File: src/rtl/refsel_pkg.sv
package refsel_pkg;
  typedef logic [3:0] mode_t;

  localparam mode_t MODE_FREE = 4'b0000;
  localparam mode_t MODE_HOLD = 4'b1001;

  // A code locks on reference (code) when it lies in 1..nref.
  function automatic logic code_is_locked(mode_t c, int nref);
    return (c != 4'd0) && (int'(c) <= nref);
  endfunction
endpackage

File: src/rtl/refsel_pick.sv
module refsel_pick #(
  parameter int NUM_REFS = 4,
  parameter int PRIO_W   = 3,
  parameter int IDX_W    = 2
) (
  input  logic [NUM_REFS-1:0]        avail,
  input  logic [NUM_REFS*PRIO_W-1:0] prio_flat,
  output logic                       best_valid,
  output logic [IDX_W-1:0]           best_idx,
  output logic [PRIO_W-1:0]          best_prio
);
  logic [PRIO_W-1:0] prio_a [NUM_REFS];

  for (genvar g = 0; g < NUM_REFS; g++) begin : g_unpack
    assign prio_a[g] = prio_flat[g*PRIO_W +: PRIO_W];
  end

  // Strict less-than keeps the lower index on equal priority.
  always_comb begin
    best_valid = 1'b0;
    best_idx   = '0;
    best_prio  = '1;
    for (int i = 0; i < NUM_REFS; i++) begin
      if (avail[i] && (!best_valid || prio_a[i] < best_prio)) begin
        best_valid = 1'b1;
        best_idx   = IDX_W'(i);
        best_prio  = prio_a[i];
      end
    end
  end
endmodule

File: src/rtl/refsel_revert_timer.sv
module refsel_revert_timer #(
  parameter int IDX_W = 2,
  parameter int DLY_W = 8
) (
  input  logic             clk,
  input  logic             rst,
  input  logic             enable,
  input  logic [IDX_W-1:0] cand,
  input  logic             min_tick,
  input  logic [DLY_W-1:0] dly,
  output logic             fire
);
  logic             armed_q;
  logic [IDX_W-1:0] cand_q;
  logic [DLY_W-1:0] cnt_q;

  assign fire = enable && armed_q && (cand == cand_q) && (cnt_q >= dly);

  always_ff @(posedge clk) begin
    if (rst) begin
      armed_q <= 1'b0;
      cand_q  <= '0;
      cnt_q   <= '0;
    end else if (!enable) begin
      armed_q <= 1'b0;
      cnt_q   <= '0;
    end else if (!armed_q || cand != cand_q) begin
      armed_q <= 1'b1;
      cand_q  <= cand;
      cnt_q   <= '0;
    end else if (fire) begin
      cnt_q   <= '0;
    end else if (min_tick && cnt_q < dly) begin
      cnt_q   <= cnt_q + 1'b1;
    end
  end
endmodule

File: src/rtl/refsel_cfg.sv
module refsel_cfg #(
  parameter int DLY_W   = 8,
  parameter int DLY_RST = 5
) (
  input  logic             clk,
  input  logic             rst,
  input  logic             ctrl_wr,
  input  logic             ctrl_manual,
  input  logic             dly_wr,
  input  logic [DLY_W-1:0] dly_val,
  input  logic             code_wr,
  input  logic [3:0]       code_val,
  input  logic             is_master,
  output logic             manual_q,
  output logic [DLY_W-1:0] dly_q,
  output logic [3:0]       req_q
);
  always_ff @(posedge clk) begin
    if (rst) begin
      manual_q <= 1'b1;
      dly_q    <= DLY_W'(DLY_RST);
      req_q    <= '0;
    end else begin
      if (ctrl_wr) manual_q <= ctrl_manual;
      if (dly_wr)  dly_q    <= dly_val;
      // Requests are refused only under automatic master control.
      if (code_wr && (manual_q || !is_master)) req_q <= code_val;
    end
  end
endmodule

File: src/rtl/refsel_ctrl.sv
module refsel_ctrl
  import refsel_pkg::*;
#(
  parameter int NUM_REFS = 4,
  parameter int PRIO_W   = 3,
  parameter int DLY_W    = 8,
  parameter int DLY_RST  = 5
) (
  input  logic                       clk,
  input  logic                       rst,
  input  logic [NUM_REFS-1:0]        ref_avail,
  input  logic [NUM_REFS*PRIO_W-1:0] ref_prio,
  input  logic [NUM_REFS-1:0]        ref_revert,
  input  logic                       ctrl_wr,
  input  logic                       ctrl_manual,
  input  logic                       dly_wr,
  input  logic [DLY_W-1:0]           dly_val,
  input  logic                       code_wr,
  input  logic [3:0]                 code_val,
  input  logic                       hold_good,
  input  logic                       is_master,
  input  logic                       min_tick,
  output logic [3:0]                 mode_code,
  output logic                       ref_switch,
  output logic                       mode_change,
  output logic                       slave_follow
);
  localparam int IDX_W = (NUM_REFS > 1) ? $clog2(NUM_REFS) : 1;

  logic             manual_q;
  logic [DLY_W-1:0] dly_q;
  mode_t            req_q;
  mode_t            mode_q;
  logic             mode_pulse_q, ref_pulse_q, follow_q;

  logic              best_valid;
  logic [IDX_W-1:0]  best_idx;
  logic [PRIO_W-1:0] best_prio;

  logic              cur_locked, req_locked, rev_en, rev_fire;
  logic [IDX_W-1:0]  cur_idx, req_idx;
  logic [PRIO_W-1:0] cur_prio;
  mode_t             nxt;

  refsel_cfg #(.DLY_W(DLY_W), .DLY_RST(DLY_RST)) cfg_i (
    .clk(clk), .rst(rst),
    .ctrl_wr(ctrl_wr), .ctrl_manual(ctrl_manual),
    .dly_wr(dly_wr), .dly_val(dly_val),
    .code_wr(code_wr), .code_val(code_val),
    .is_master(is_master),
    .manual_q(manual_q), .dly_q(dly_q), .req_q(req_q)
  );

  refsel_pick #(.NUM_REFS(NUM_REFS), .PRIO_W(PRIO_W), .IDX_W(IDX_W)) pick_i (
    .avail(ref_avail), .prio_flat(ref_prio),
    .best_valid(best_valid), .best_idx(best_idx), .best_prio(best_prio)
  );

  assign cur_locked = code_is_locked(mode_q, NUM_REFS);
  assign cur_idx    = IDX_W'(mode_q - 4'd1);
  assign cur_prio   = ref_prio[cur_idx*PRIO_W +: PRIO_W];
  assign req_locked = code_is_locked(req_q, NUM_REFS);
  assign req_idx    = IDX_W'(req_q - 4'd1);

  assign rev_en = is_master && !manual_q && cur_locked && ref_avail[cur_idx] &&
                  ref_revert[cur_idx] && best_valid && (best_prio < cur_prio);

  refsel_revert_timer #(.IDX_W(IDX_W), .DLY_W(DLY_W)) timer_i (
    .clk(clk), .rst(rst),
    .enable(rev_en), .cand(best_idx), .min_tick(min_tick),
    .dly(dly_q), .fire(rev_fire)
  );

  always_comb begin
    nxt = mode_q;
    if (!is_master) begin
      nxt = mode_q;
    end else if (manual_q) begin
      if (req_q == MODE_FREE)      nxt = MODE_FREE;
      else if (req_locked)         nxt = ref_avail[req_idx] ? req_q : MODE_HOLD;
      else if (req_q >= MODE_HOLD) nxt = MODE_HOLD;
      else                         nxt = MODE_FREE;
    end else if (cur_locked && ref_avail[cur_idx]) begin
      if (rev_fire) nxt = mode_t'(best_idx) + 4'd1;
    end else if (best_valid) begin
      nxt = mode_t'(best_idx) + 4'd1;
    end else begin
      nxt = hold_good ? MODE_HOLD : MODE_FREE;
    end
  end

  always_ff @(posedge clk) begin
    if (rst) begin
      mode_q       <= MODE_FREE;
      mode_pulse_q <= 1'b0;
      ref_pulse_q  <= 1'b0;
      follow_q     <= 1'b0;
    end else begin
      mode_q       <= nxt;
      mode_pulse_q <= (nxt != mode_q);
      ref_pulse_q  <= (nxt != mode_q) &&
                      (code_is_locked(nxt, NUM_REFS) || cur_locked);
      follow_q     <= !is_master;
    end
  end

  assign mode_code    = mode_q;
  assign mode_change  = mode_pulse_q;
  assign ref_switch   = ref_pulse_q;
  assign slave_follow = follow_q;
endmodule

File: config.mk
export PLATFORM = sky130hd
export DESIGN_NAME = refsel_ctrl
export DESIGN_NICKNAME = d
export VERILOG_FILES = /design/src/rtl/refsel_pkg.sv /design/src/rtl/refsel_pick.sv /design/src/rtl/refsel_revert_timer.sv /design/src/rtl/refsel_cfg.sv /design/src/rtl/refsel_ctrl.sv
export SDC_FILE = /design/constraint.sdc
export NUM_CORES = 1
export LEC_CHECK = 0
export BUFFER_PORTS_ARGS = -buffer_cell sky130_fd_sc_hd__buf_2
export CAP_MARGIN = 15
export CORE_MARGIN = 2
export CORE_UTILIZATION = 56
export DETAILED_ROUTE_END_ITERATION = 10
export PLACE_DENSITY = 0.83
export RECOVER_POWER = 25
export SYNTH_ARGS = -nofsm -noshare
export SYNTH_HDL_FRONTEND = slang
export SYNTH_HIERARCHICAL = 1
export SYNTH_SLANG_ARGS = --single-unit
File: constraint.sdc
create_clock -name clk -period 7.56 [get_ports clk]
set_clock_uncertainty 0.1 [all_clocks]
set_input_delay 0.756 -clock clk [delete_from_list [all_inputs] [get_ports clk]]
set_output_delay 0.756 -clock clk [all_outputs]
set_load 0.05 [all_outputs]
==> metrics.log <==
INFO  metric status = finished clean
INFO  metric pwr_density_cell = 164 nW/um^2
INFO  metric postSynthAreaPerCell = about 9 um^2
INFO  metric grt_max_degree = 18
INFO  metric hold_slack = between 0.3 and 0.4 ns
INFO  metric synthArstFlopShare = 0
INFO  metric routability_cong = 0.913
INFO  metric clock_latency = 0.28 ns
INFO  metric worst_hold_stages = 2
INFO  metric layout_commonest_cell = sky130_fd_sc_hd__buf_2
INFO  metric finish.net_count = a little under 400
INFO  metric core = between 4000 and 5000 um^2
INFO  metric max-cap-violations = 0
INFO  metric fin_setup_tns = 0 ns
INFO  metric ys_types = between 60 and 70
INFO  metric drcViolationCount = 0
INFO  metric post_layout_nonfiller_instances = 385
INFO  metric track_usage = 0.230
INFO  metric top_area_cells_in_the_synthesized_netlist = sky130_fd_sc_hd__dfxtp_1 (24%), sky130_fd_sc_hd__ha_1 (10%), sky130_fd_sc_hd__mux2i_1 (7.9%)
INFO  metric dpl.cell_count = between 300 and 400
INFO  metric clock-sinks = 31
INFO  metric post-cts-setup-buffers = 0
INFO  metric cell_at_the_slowest_stage_of_the_critical_path = sky130_fd_sc_hd__o41a_1
INFO  metric final_cell_mix = sky130_fd_sc_hd__buf_2 (46), sky130_fd_sc_hd__dfxtp_1 (31), sky130_fd_sc_hd__inv_1 (26), sky130_fd_sc_hd__nor2_1 (26), sky130_fd_sc_hd__nand2_1 (24)
INFO  metric critical_path.max_fanout = 7
INFO  metric vias = ~2300
INFO  metric flow.area_growth_from_synthesis = 12.4%
INFO  metric vdd_ir_drop_max = just over 0.09 mV
INFO  metric routed_wire_length_per_instance = roughly 14 um
INFO  metric ys.warnings.count = 6
INFO  metric die_area = between 5000 and 6000 um^2
INFO  metric p_leak = 1.27 nW
INFO  metric timing.final.hold_violations = 0
INFO  metric grt_setup_unrepaired = no
INFO  metric detail_route.wirelength = about 5500 um
INFO  metric combinational_family_with_the_most_area_after_synthesis = compound AO/OA/AOI/OAI gates
INFO  metric antenna-diode-count = 0
INFO  metric worst-setup-path-type = in2reg
INFO  metric htree_levels = 2
INFO  metric post_synth_fa_ha_maj_area_fraction = 0.103
INFO  metric rows = 24
INFO  metric number_of_buffers_on_the_longest_clock_path = 2
INFO  metric clockRootBuffer = sky130_fd_sc_hd__clkbuf_8
INFO  metric grt_overflow_total = 0
INFO  metric syn_area = about 2500 um^2
INFO  metric top_delay_family_on_crit_path = compound AO/OA/AOI/OAI gates
INFO  metric final_max_slew_viol_count = 0
INFO  metric crit_top_cell = sky130_fd_sc_hd__a21oi_1
INFO  metric drt-vias-per-instance = approximately 5.9
INFO  metric cp_data_arrival_time = between 7 and 8 ns
INFO  metric cell_type_with_the_highest_aggregate_area_in_the_netlist = sky130_fd_sc_hd__dfxtp_1
INFO  metric yosys.area_share.xor_xnor = 0.0241
INFO  metric synth.area.mux_share = 0.154
INFO  metric crit_path_start_kind = input port
INFO  metric synth_compound_area_frac = 0.207
INFO  metric dp_worst_setup_slack = ~0.35 ns
INFO  metric fin_crit_sh = 0.937
INFO  metric path_buf_inv = 3
INFO  metric cts_tree = yes
INFO  metric cts_buf_count = 5
INFO  metric antenna_violating_nets_post_route = 0
INFO  metric first_global_vias = between 2000 and 2500
INFO  metric drt_pass1_iterations = 4
INFO  metric worst_case_headroom_to_the_max_slew_limit = 0.457
INFO  metric r2r.worst_path.cells = 16
INFO  metric worst_slew_pin_slew = between 0.8 and 0.9 ns
INFO  metric critPathCaptureType = register
INFO  metric detail_route.iter0.violations = between 150 and 200
INFO  metric synth_top_area_frac = 0.244
INFO  metric holdBufCountCts = 0
INFO  metric grt_first_pass_wirelength = 9590 um
INFO  metric total_power = 0.469 mW
INFO  metric synth-seq-area-share = 0.244
INFO  metric die_width = just over 70 um
INFO  metric synth_fp_nets = roughly 350
INFO  metric post_synth_and_or_nand_nor_area_fraction = 0.200
INFO  metric die_height = 71.4 um
INFO  metric postSynthRegisterBits = 31
INFO  metric hold_path_class = reg2reg
INFO  metric crit_path_max_incr_delay = ~0.43 ns
INFO  metric synth_enable_flop_cells = 0
INFO  metric fmax = between 100 and 150 MHz
INFO  metric postCtsResizedCells = 0
INFO  metric initial_utilization = 0.584
INFO  metric crit_path_time_final = 7.08 ns
INFO  metric report.final.setup_viol = 0
INFO  metric min_setup_slack_post_route = around 0.48 ns
INFO  metric floorplan.io_pins = 48
INFO  metric cts.clk_slew.worst_paths = around 0.06 ns
INFO  metric critPathRequiredTime = between 7 and 8 ns
INFO  metric port-buffer-count = 47
INFO  metric antenna_found_initial = 0
INFO  metric dpl.hpwl = between 4000 and 5000 um
INFO  metric netlist_instances = approximately 290
INFO  metric critical_path_cell_count = 31
INFO  metric final_layout_size_suffix_gt1_frac = 0.225
INFO  metric predominant_post_synthesis_flop_cell = sky130_fd_sc_hd__dfxtp_1
## layer usage
| layer | share of wire | wire [um] | global-route usage | vias up |
|---|---|---|---|---|
| met1 | 0.45 | 2470 | 0.299 | 1033 |
| met4 | 0.031 | 169 | 0.101 | 0 |
| met3 | 0.058 | 318 | 0.0464 | 18 |
| met5 | 0 | 0 | 0 | - |
| met2 | 0.46 | 2540 | 0.368 | 79 |
| li1 | - | - | - | 1144 |
## final timing paths
| path | endpoint | from | slack (ns) |
|---|---|---|---|
| min | cfg_i/dly_q[2]$_SDFFE_PP1P_ | cfg_i/dly_q[2]$_SDFFE_PP1P_ | 0.38 |
| max | ref_switch$_SDFF_PP0_ | ref_avail[0] | 0.48 |
| min reg2reg | cfg_i/dly_q[2]$_SDFFE_PP1P_ | cfg_i/dly_q[2]$_SDFFE_PP1P_ | 0.38 |
| max reg2reg | ref_switch$_SDFF_PP0_ | mode_code[0]$_SDFF_PP0_ | 3.23 |
## kinds of logic after synthesis
group / after synthesis
muxes: 29
DFF: 31
adders and majority gates: 21
buffers and inverters: 34
AOI/OAI and AO/OA: 69
xor gates and xnor gates: 7
and+or+nand+nor: 95
## Yosys cell counts, types with 3 or more instances
cell,number
sky130_fd_sc_hd__a21oi_1,19
sky130_fd_sc_hd__and3_1,3
sky130_fd_sc_hd__buf_6,4
sky130_fd_sc_hd__dfxtp_1,31
sky130_fd_sc_hd__ha_1,21
sky130_fd_sc_hd__inv_1,25
sky130_fd_sc_hd__mux2i_1,20
sky130_fd_sc_hd__mux4_1,4
sky130_fd_sc_hd__nand2_1,24
sky130_fd_sc_hd__nand2b_1,4
sky130_fd_sc_hd__nand3_1,5
sky130_fd_sc_hd__nand4_1,6
sky130_fd_sc_hd__nor2_1,26
sky130_fd_sc_hd__o211ai_1,4
sky130_fd_sc_hd__o21ai_0,14
sky130_fd_sc_hd__or3_1,6
sky130_fd_sc_hd__xnor2_1,7
## report_power, final
part	internal, mW	switching [mW]
sequential	0.171	0.00830
clock	0.0713	0.0595
combinational	0.0714	0.0870
total	0.314	0.155
## tightest hold or removal path, stage by stage (launching register included)
cell                      delay, ns
sky130_fd_sc_hd__dfxtp_1       0.33
sky130_fd_sc_hd__mux2i_1       0.07
sky130_fd_sc_hd__nand2_1       0.06
## cell type report
cell class | count | area (um^2)
clock buffers | 6 | 82.6
clock inverters | 1 | 5.00
fillers | 355 | 1500
inverters | 27 | 101
multi-input cells | 221 | 1750
flip-flops and latches | 31 | 621
well taps | 52 | 65.1
repair buffers | 47 | 234
## metrics by stage
step                      cell area, um^2   util
after floorplan                      2540      -
after global placement               2770  0.636
after detailed placement             2770  0.636
after CTS                            2860  0.657
after global routing                 2860  0.656
final                                2860  0.656
## sequential cells by signal, summed over array words and instances (netlist names), 2 cells and up
register and count:
cfg_i/dly_q 8, cfg_i/req_q 4, mode_code 4, timer_i/cand_q 2, timer_i/cnt_q 8
Power figures use the tool's default switching activity.
